$ cat config.mk
export PLATFORM = sky130hd
export DESIGN_NAME = lp_wake_ctl
export DESIGN_NICKNAME = d
export VERILOG_FILES = /design/src/rtl/lpw_pkg.sv /design/src/rtl/lpw_regs.sv /design/src/rtl/lpw_wake_src.sv /design/src/rtl/lpw_fsm.sv /design/src/rtl/lp_wake_ctl.sv
export SDC_FILE = /design/constraint.sdc
export NUM_CORES = 1
export LEC_CHECK = 0
export ABC_AREA = 1
export ABC_CLOCK_PERIOD_IN_PS = 2500
export BUFFER_PORTS_ARGS = -buffer_cell sky130_fd_sc_hd__buf_2
export CAP_MARGIN = 20
export CELL_PAD_IN_SITES_DETAIL_PLACEMENT = 0
export CELL_PAD_IN_SITES_GLOBAL_PLACEMENT = 1
export CORE_UTILIZATION = 27
export CTS_CLUSTER_SIZE = 16
export DETAILED_ROUTE_END_ITERATION = 12
export HOLD_SLACK_MARGIN = 0.02
export PLACE_DENSITY_LB_ADDON = 0.1
export SYNTH_ARGS = -nofsm -noshare
export SYNTH_HDL_FRONTEND = slang
export SYNTH_SLANG_ARGS = --single-unit
$ cat constraint.sdc
create_clock -name clk -period 2.5 [get_ports clk]
set_input_delay 0.5 -clock clk [delete_from_list [all_inputs] [get_ports clk]]
set_output_delay 0.5 -clock clk [all_outputs]
set_load 0.01 [all_outputs]
$ cat src/rtl/lpw_pkg.sv
package lpw_pkg;
  typedef enum logic [1:0] {
    ST_RUN      = 2'd0,
    ST_WAIT_EVT = 2'd1,
    ST_WAIT_IRQ = 2'd2
  } lpw_state_e;

  localparam int unsigned BIT_EXIT = 1;
  localparam int unsigned BIT_DEEP = 2;
  localparam int unsigned BIT_PEND = 4;
endpackage

$ cat src/rtl/lpw_regs.sv
module lpw_regs #(
  parameter int unsigned DW = 32
) (
  input  logic          clk,
  input  logic          rst,
  input  logic          priv,
  input  logic          wr,
  input  logic          rd,
  input  logic [DW-1:0] wdata,
  output logic [DW-1:0] rdata,
  output logic          acc_err,
  output logic          exit_en,
  output logic          deep_en,
  output logic          pend_en
);
  import lpw_pkg::*;

  logic unused_wdata;
  assign unused_wdata = ^wdata;

  logic [DW-1:0] word;
  always_comb begin
    word = '0;
    word[BIT_EXIT] = exit_en;
    word[BIT_DEEP] = deep_en;
    word[BIT_PEND] = pend_en;
  end

  always_ff @(posedge clk) begin
    if (rst) begin
      exit_en <= 1'b0;
      deep_en <= 1'b0;
      pend_en <= 1'b0;
      rdata   <= '0;
      acc_err <= 1'b0;
    end else begin
      if (wr && priv) begin
        exit_en <= wdata[BIT_EXIT];
        deep_en <= wdata[BIT_DEEP];
        pend_en <= wdata[BIT_PEND];
      end
      acc_err <= rd && !priv;
      if (rd) rdata <= priv ? word : '0;
    end
  end
endmodule

$ cat src/rtl/lpw_wake_src.sv
module lpw_wake_src #(
  parameter int unsigned IRQ_W = 4
) (
  input  logic             clk,
  input  logic             rst,
  input  logic [IRQ_W-1:0] pend,
  input  logic [IRQ_W-1:0] en,
  input  logic             sev,
  input  logic             ext_evt,
  input  logic             pend_all,
  output logic             evt,
  output logic             irq_wake
);
  logic [IRQ_W-1:0] pend_q;
  logic             ext_q;
  logic [IRQ_W-1:0] rise;

  always_ff @(posedge clk) begin
    if (rst) begin
      pend_q <= '0;
      ext_q  <= 1'b0;
    end else begin
      pend_q <= pend;
      ext_q  <= ext_evt;
    end
  end

  assign rise     = pend & ~pend_q;
  assign irq_wake = |(rise & en);
  assign evt      = sev | (ext_evt & ~ext_q) | irq_wake | (pend_all & |rise);
endmodule

$ cat src/rtl/lpw_fsm.sv
module lpw_fsm (
  input  logic clk,
  input  logic rst,
  input  logic wfe,
  input  logic wfi,
  input  logic hexit,
  input  logic exit_en,
  input  logic deep_en,
  input  logic evt,
  input  logic irq_wake,
  output logic slp_light,
  output logic slp_deep,
  output logic wake,
  output logic latch
);
  import lpw_pkg::*;

  lpw_state_e st;

  always_ff @(posedge clk) begin
    if (rst) begin
      st        <= ST_RUN;
      slp_light <= 1'b0;
      slp_deep  <= 1'b0;
      wake      <= 1'b0;
      latch     <= 1'b0;
    end else begin
      wake <= 1'b0;
      case (st)
        ST_RUN: begin
          if (wfe) begin
            if (latch || evt) begin
              latch <= 1'b0;
            end else begin
              st        <= ST_WAIT_EVT;
              slp_light <= !deep_en;
              slp_deep  <= deep_en;
            end
          end else begin
            latch <= latch | evt;
            if ((wfi || (hexit && exit_en)) && !irq_wake) begin
              st        <= ST_WAIT_IRQ;
              slp_light <= !deep_en;
              slp_deep  <= deep_en;
            end
          end
        end
        ST_WAIT_EVT: begin
          if (evt) begin
            st        <= ST_RUN;
            wake      <= 1'b1;
            slp_light <= 1'b0;
            slp_deep  <= 1'b0;
          end
        end
        ST_WAIT_IRQ: begin
          if (irq_wake) begin
            st        <= ST_RUN;
            wake      <= 1'b1;
            slp_light <= 1'b0;
            slp_deep  <= 1'b0;
          end
        end
        default: begin
          st        <= ST_RUN;
          slp_light <= 1'b0;
          slp_deep  <= 1'b0;
        end
      endcase
    end
  end
endmodule

$ cat src/rtl/lp_wake_ctl.sv
module lp_wake_ctl #(
  parameter int unsigned DW    = 32,
  parameter int unsigned IRQ_W = 4
) (
  input  logic             clk,
  input  logic             rst,
  input  logic             priv,
  input  logic             reg_wr,
  input  logic             reg_rd,
  input  logic [DW-1:0]    reg_wdata,
  output logic [DW-1:0]    reg_rdata,
  output logic             acc_err,
  input  logic             wfe_req,
  input  logic             wfi_req,
  input  logic             sev,
  input  logic             ext_evt,
  input  logic             handler_exit,
  input  logic [IRQ_W-1:0] irq_pend,
  input  logic [IRQ_W-1:0] irq_en,
  output logic             slp_light,
  output logic             slp_deep,
  output logic             wake,
  output logic             evt_latch
);
  logic exit_en, deep_en, pend_en;
  logic evt, irq_wake;

  lpw_regs #(.DW(DW)) u_regs (
    .clk(clk), .rst(rst), .priv(priv), .wr(reg_wr), .rd(reg_rd),
    .wdata(reg_wdata), .rdata(reg_rdata), .acc_err(acc_err),
    .exit_en(exit_en), .deep_en(deep_en), .pend_en(pend_en)
  );

  lpw_wake_src #(.IRQ_W(IRQ_W)) u_src (
    .clk(clk), .rst(rst), .pend(irq_pend), .en(irq_en),
    .sev(sev), .ext_evt(ext_evt), .pend_all(pend_en),
    .evt(evt), .irq_wake(irq_wake)
  );

  lpw_fsm u_fsm (
    .clk(clk), .rst(rst), .wfe(wfe_req), .wfi(wfi_req),
    .hexit(handler_exit), .exit_en(exit_en), .deep_en(deep_en),
    .evt(evt), .irq_wake(irq_wake),
    .slp_light(slp_light), .slp_deep(slp_deep),
    .wake(wake), .latch(evt_latch)
  );
endmodule

==> flow_results.xml <==
<?xml version="1.0" encoding="UTF-8"?>
<metrics>
  <group name="clocking">
    <metric name="insertion_delay_to_the_later_sink_of_the_worst_skew_pair" unit="ns">0.26</metric>
    <metric name="clk_pin_slew" unit="ns">0.07</metric>
    <metric name="clockRootBuffer" unit="">sky130_fd_sc_hd__clkbuf_8</metric>
    <metric name="clock_sink_count" unit="">18</metric>
    <metric name="max-clock-path-buffers" unit="">2</metric>
    <metric name="cts_tree" unit="">yes</metric>
    <metric name="tritoncts.num_buffers" unit="">3</metric>
    <metric name="postCtsResizedCells" unit="">0</metric>
    <metric name="post_cts_buffers" unit="">0</metric>
    <metric name="h-tree-depth" unit="">1</metric>
    <metric name="cts.hold.buffers_added" unit="">0</metric>
  </group>
  <group name="layout">
    <metric name="design.final.nets" unit="">231</metric>
    <metric name="final_core_util" unit="%">32.59</metric>
    <metric name="synthToLayoutAreaGrowth" unit="%">12.85</metric>
    <metric name="antenna-diode-count" unit="">0</metric>
    <metric name="largestRegisters" unit="">u_src.pend_q x4, u_regs.rdata x3, u_fsm.st x2</metric>
    <metric name="regMostFlops" unit="">u_src.pend_q</metric>
    <metric name="final_layout_size_suffix_gt1_share" unit="%">25.42</metric>
    <metric name="largest_register_ff_count" unit="">4</metric>
  </group>
  <group name="hold_path">
    <metric name="min-delay-path-class" unit="">in2reg</metric>
  </group>
  <group name="global_routing">
    <metric name="grt_first_pass_wirelength" unit="um">3312</metric>
    <metric name="pin_count_of_the_biggest_net_entering_global_routing" unit="">12</metric>
    <metric name="first_global_vias" unit="">763</metric>
    <metric name="antenna_found_initial" unit="">0</metric>
    <metric name="grt_overflow" unit="">0</metric>
    <metric name="gr-usage-all-layers" unit="%">10.29</metric>
  </group>
  <group name="pwr">
    <metric name="power_density_cells" unit="nW/um^2">632.6</metric>
    <metric name="power.total" unit="uW">771.7</metric>
    <metric name="total_leakage_power" unit="nW">0.6693</metric>
    <metric name="vdd_drop_max" unit="mV">0.1852</metric>
  </group>
  <group name="setup_path">
    <metric name="crit_required" unit="ns">2.65</metric>
    <metric name="critical_path.n_buffers_inverters" unit="">3</metric>
    <metric name="worst-path-max-fanout" unit="">4</metric>
    <metric name="cell_family_with_most_cp_delay" unit="">simple AND/OR/NAND/NOR gates</metric>
    <metric name="cp_cell_sequence" unit="">inv_1 &gt; ha_1 &gt; inv_1 &gt; nor2_1 &gt; nand2_2 &gt; nand2_2 &gt; inv_2 &gt; nand3_2 &gt; nand2_1 &gt; nand2_1 &gt; nor2_1</metric>
    <metric name="critPathMaxStageDelay" unit="ns">0.32</metric>
    <metric name="crit_arrival" unit="ns">1.58</metric>
    <metric name="critPathKind" unit="">reg2reg</metric>
    <metric name="critPathLaunchType" unit="">flip-flop</metric>
    <metric name="endpoint_type_of_the_worst_setup_path" unit="">flip-flop</metric>
    <metric name="worst_path_max_delay_cell" unit="">sky130_fd_sc_hd__dfxtp_1</metric>
  </group>
  <group name="sta">
    <metric name="holdWs" unit="ns">0.4618</metric>
    <metric name="final.min_clock_period" unit="ns">1.430</metric>
    <metric name="period_share" unit="%">57.21</metric>
    <metric name="timing.final.max_slew_violations" unit="">0</metric>
    <metric name="unrepaired_setup_endpoints_after_global_routing" unit="">no</metric>
    <metric name="achievable-frequency" unit="MHz">699.1</metric>
    <metric name="totalNegativeSetupSlack" unit="ns">0</metric>
    <metric name="clock-skew-final" unit="ns">0.003175</metric>
    <metric name="timing_hold_violations_final" unit="">0</metric>
    <metric name="report.final.setup_viol" unit="">0</metric>
  </group>
  <group name="synthesis">
    <metric name="synth.distinct_cells" unit="">21</metric>
    <metric name="postSynthRegisterBits" unit="">18</metric>
    <metric name="netlist.area_leader.share" unit="%">33.33</metric>
    <metric name="yosysSeqAreaShare" unit="%">33.33</metric>
    <metric name="number_of_synthesized_flops_with_an_enable_pin" unit="">0</metric>
    <metric name="yosys-top-cells-count" unit="">sky130_fd_sc_hd__buf_4, sky130_fd_sc_hd__nand2_1, sky130_fd_sc_hd__inv_1</metric>
    <metric name="post_synth.cell_area_avg" unit="sq um">7.354</metric>
    <metric name="synth_ff_type" unit="">sky130_fd_sc_hd__dfxtp_1</metric>
    <metric name="post_synthesis_instance_area" unit="sq um">1081</metric>
    <metric name="synthTopCellsByArea" unit="">sky130_fd_sc_hd__dfxtp_1, sky130_fd_sc_hd__buf_4, sky130_fd_sc_hd__nand2_1</metric>
    <metric name="synthArstFlopShare" unit="%">0</metric>
    <metric name="yosysTopAreaCell" unit="">sky130_fd_sc_hd__dfxtp_1</metric>
    <metric name="netlist_instances" unit="">147</metric>
    <metric name="yosys_warnings" unit="">0</metric>
    <metric name="most_common_cell_in_the_synthesized_netlist" unit="">sky130_fd_sc_hd__buf_4</metric>
  </group>
  <group name="die">
    <metric name="fp.dieArea" unit="sq um">4261</metric>
    <metric name="design.portCount" unit="">87</metric>
    <metric name="floorplan.initialDensity" unit="%">28.88</metric>
    <metric name="die_y" unit="um">65.28</metric>
    <metric name="site_row_count" unit="">22</metric>
    <metric name="dieWidth" unit="um">65.28</metric>
    <metric name="core" unit="sq um">3744</metric>
  </group>
  <group name="route">
    <metric name="routed-via-count" unit="">872</metric>
    <metric name="dr.pass1.iters" unit="">4</metric>
    <metric name="wl_met2" unit="um">923</metric>
    <metric name="via_per_inst" unit="">3.876</metric>
    <metric name="post_drt_wl_per_cell" unit="um">8.844</metric>
    <metric name="drt_wl_total" unit="um">1990</metric>
    <metric name="routed-wl-met3" unit="um">135</metric>
    <metric name="antenna_violating_nets_post_route" unit="">0</metric>
    <metric name="highest_metal_used" unit="">met4</metric>
    <metric name="wl_met1" unit="um">916</metric>
    <metric name="drtIter0Drc" unit="">29</metric>
    <metric name="drc_errors" unit="">0</metric>
  </group>
  <group name="place">
    <metric name="place.gp.congestion" unit="">0.7794</metric>
    <metric name="hpwlAfterDp" unit="um">1584</metric>
    <metric name="portBuffers" unit="">28</metric>
  </group>
  <group name="flow_run">
    <metric name="cap_violations" unit="">0</metric>
  </group>
  <group name="status">
    <metric name="status" unit="">finished clean</metric>
  </group>
</metrics>
==> placed cells by master, fill, tap and decap left out <==
cell                         n
sky130_fd_sc_hd__nand3_1     7
sky130_fd_sc_hd__nor3_1      1
sky130_fd_sc_hd__clkbuf_8    4
sky130_fd_sc_hd__conb_1     29
sky130_fd_sc_hd__o2111ai_1   1
sky130_fd_sc_hd__inv_1      19
sky130_fd_sc_hd__dfxtp_1    18
sky130_fd_sc_hd__nor2_1     18
sky130_fd_sc_hd__inv_2       1
sky130_fd_sc_hd__nand4_1     2
sky130_fd_sc_hd__nand3_2     3
sky130_fd_sc_hd__nand2_2     6
sky130_fd_sc_hd__nand2_1    22
sky130_fd_sc_hd__o21ai_4     1
sky130_fd_sc_hd__nor2_4      1
sky130_fd_sc_hd__ha_1        3
sky130_fd_sc_hd__a21o_1      1
sky130_fd_sc_hd__buf_2      28
sky130_fd_sc_hd__a21oi_1     7
sky130_fd_sc_hd__o21ai_0     4
sky130_fd_sc_hd__nor2b_4     1
==> through the flow <==
stage          instances  setup WS, ns  area (sq um)
5_1_grt              225        0.9127          1220
3_5_place_dp         221        0.8750          1165
3_3_place_gp         221        0.8945          1165
6_report             225         1.070          1220
4_1_cts              225         1.046          1220
2_1_floorplan        175         1.170          1186
==> worst register-to-register path: stages, from the launching register on <==
cell and delay, ns:
sky130_fd_sc_hd__dfxtp_1 0.32, sky130_fd_sc_hd__inv_1 0.10, sky130_fd_sc_hd__ha_1 0.24, sky130_fd_sc_hd__inv_1 0.07, sky130_fd_sc_hd__nor2_1 0.15, sky130_fd_sc_hd__nand2_2 0.07
sky130_fd_sc_hd__nand2_2 0.09, sky130_fd_sc_hd__inv_2 0.04, sky130_fd_sc_hd__nand3_2 0.10, sky130_fd_sc_hd__nand2_1 0.06, sky130_fd_sc_hd__nand2_1 0.05, sky130_fd_sc_hd__nor2_1 0.04
==> kinds of logic (layout without fill, tap and decap cells) <==
family | count (synthesis) | after routing | share of synthesized area [%]
other | 1 | 29 | 0.3469
adder cells (fa/ha/maj) | 3 | 3 | 3.473
AND/OR/NAND/NOR | 61 | 61 | 27.31
AO/OA/AOI/OAI | 14 | 14 | 8.102
flip-flops | 18 | 18 | 33.33
buffers and inverters | 50 | 52 | 27.43
==> power by group <==
part | switching [mW] | internal, mW | leakage [nW] | total, mW
logic | 0.127 | 0.0733 | 0.492 | 0.200
registers | 0.0141 | 0.314 | 0.148 | 0.328
clock network | 0.104 | 0.140 | 0.0288 | 0.244
==> worst paths after layout <==
check | from | slack [ns] | cells after the start | end
max reg2reg | u_fsm.st[0]$_SDFFE_PP0P_ | 1.07 | 11 | u_fsm.slp_light$_SDFFE_PP0P_
min | ext_evt | 0.46 | 3 | u_src.ext_q$_SDFF_PP0_
min reg2reg | u_regs.rdata[1]$_SDFFE_PP0P_ | 0.47 | 2 | u_regs.rdata[1]$_SDFFE_PP0P_
max | u_fsm.st[0]$_SDFFE_PP0P_ | 1.07 | 11 | u_fsm.slp_light$_SDFFE_PP0P_
==> layer usage <==
layer  GRT usage (%)  vias up
met5               0        -
met4           5.707        0
met3           2.083        2
met2           16.88       39
met1           12.43      377
li1                -      454
==> cell type report <==
type                       count  area [sq um]
tap                           48         60.06
fill                         436          2524
sequential                    18         360.3
inverter                      20         75.07
timing repair buffer          28         140.1
multi-input combinational    107         529.3
clock buffer                   4         55.05
Note: power is estimated with default switching activity, not from simulation.
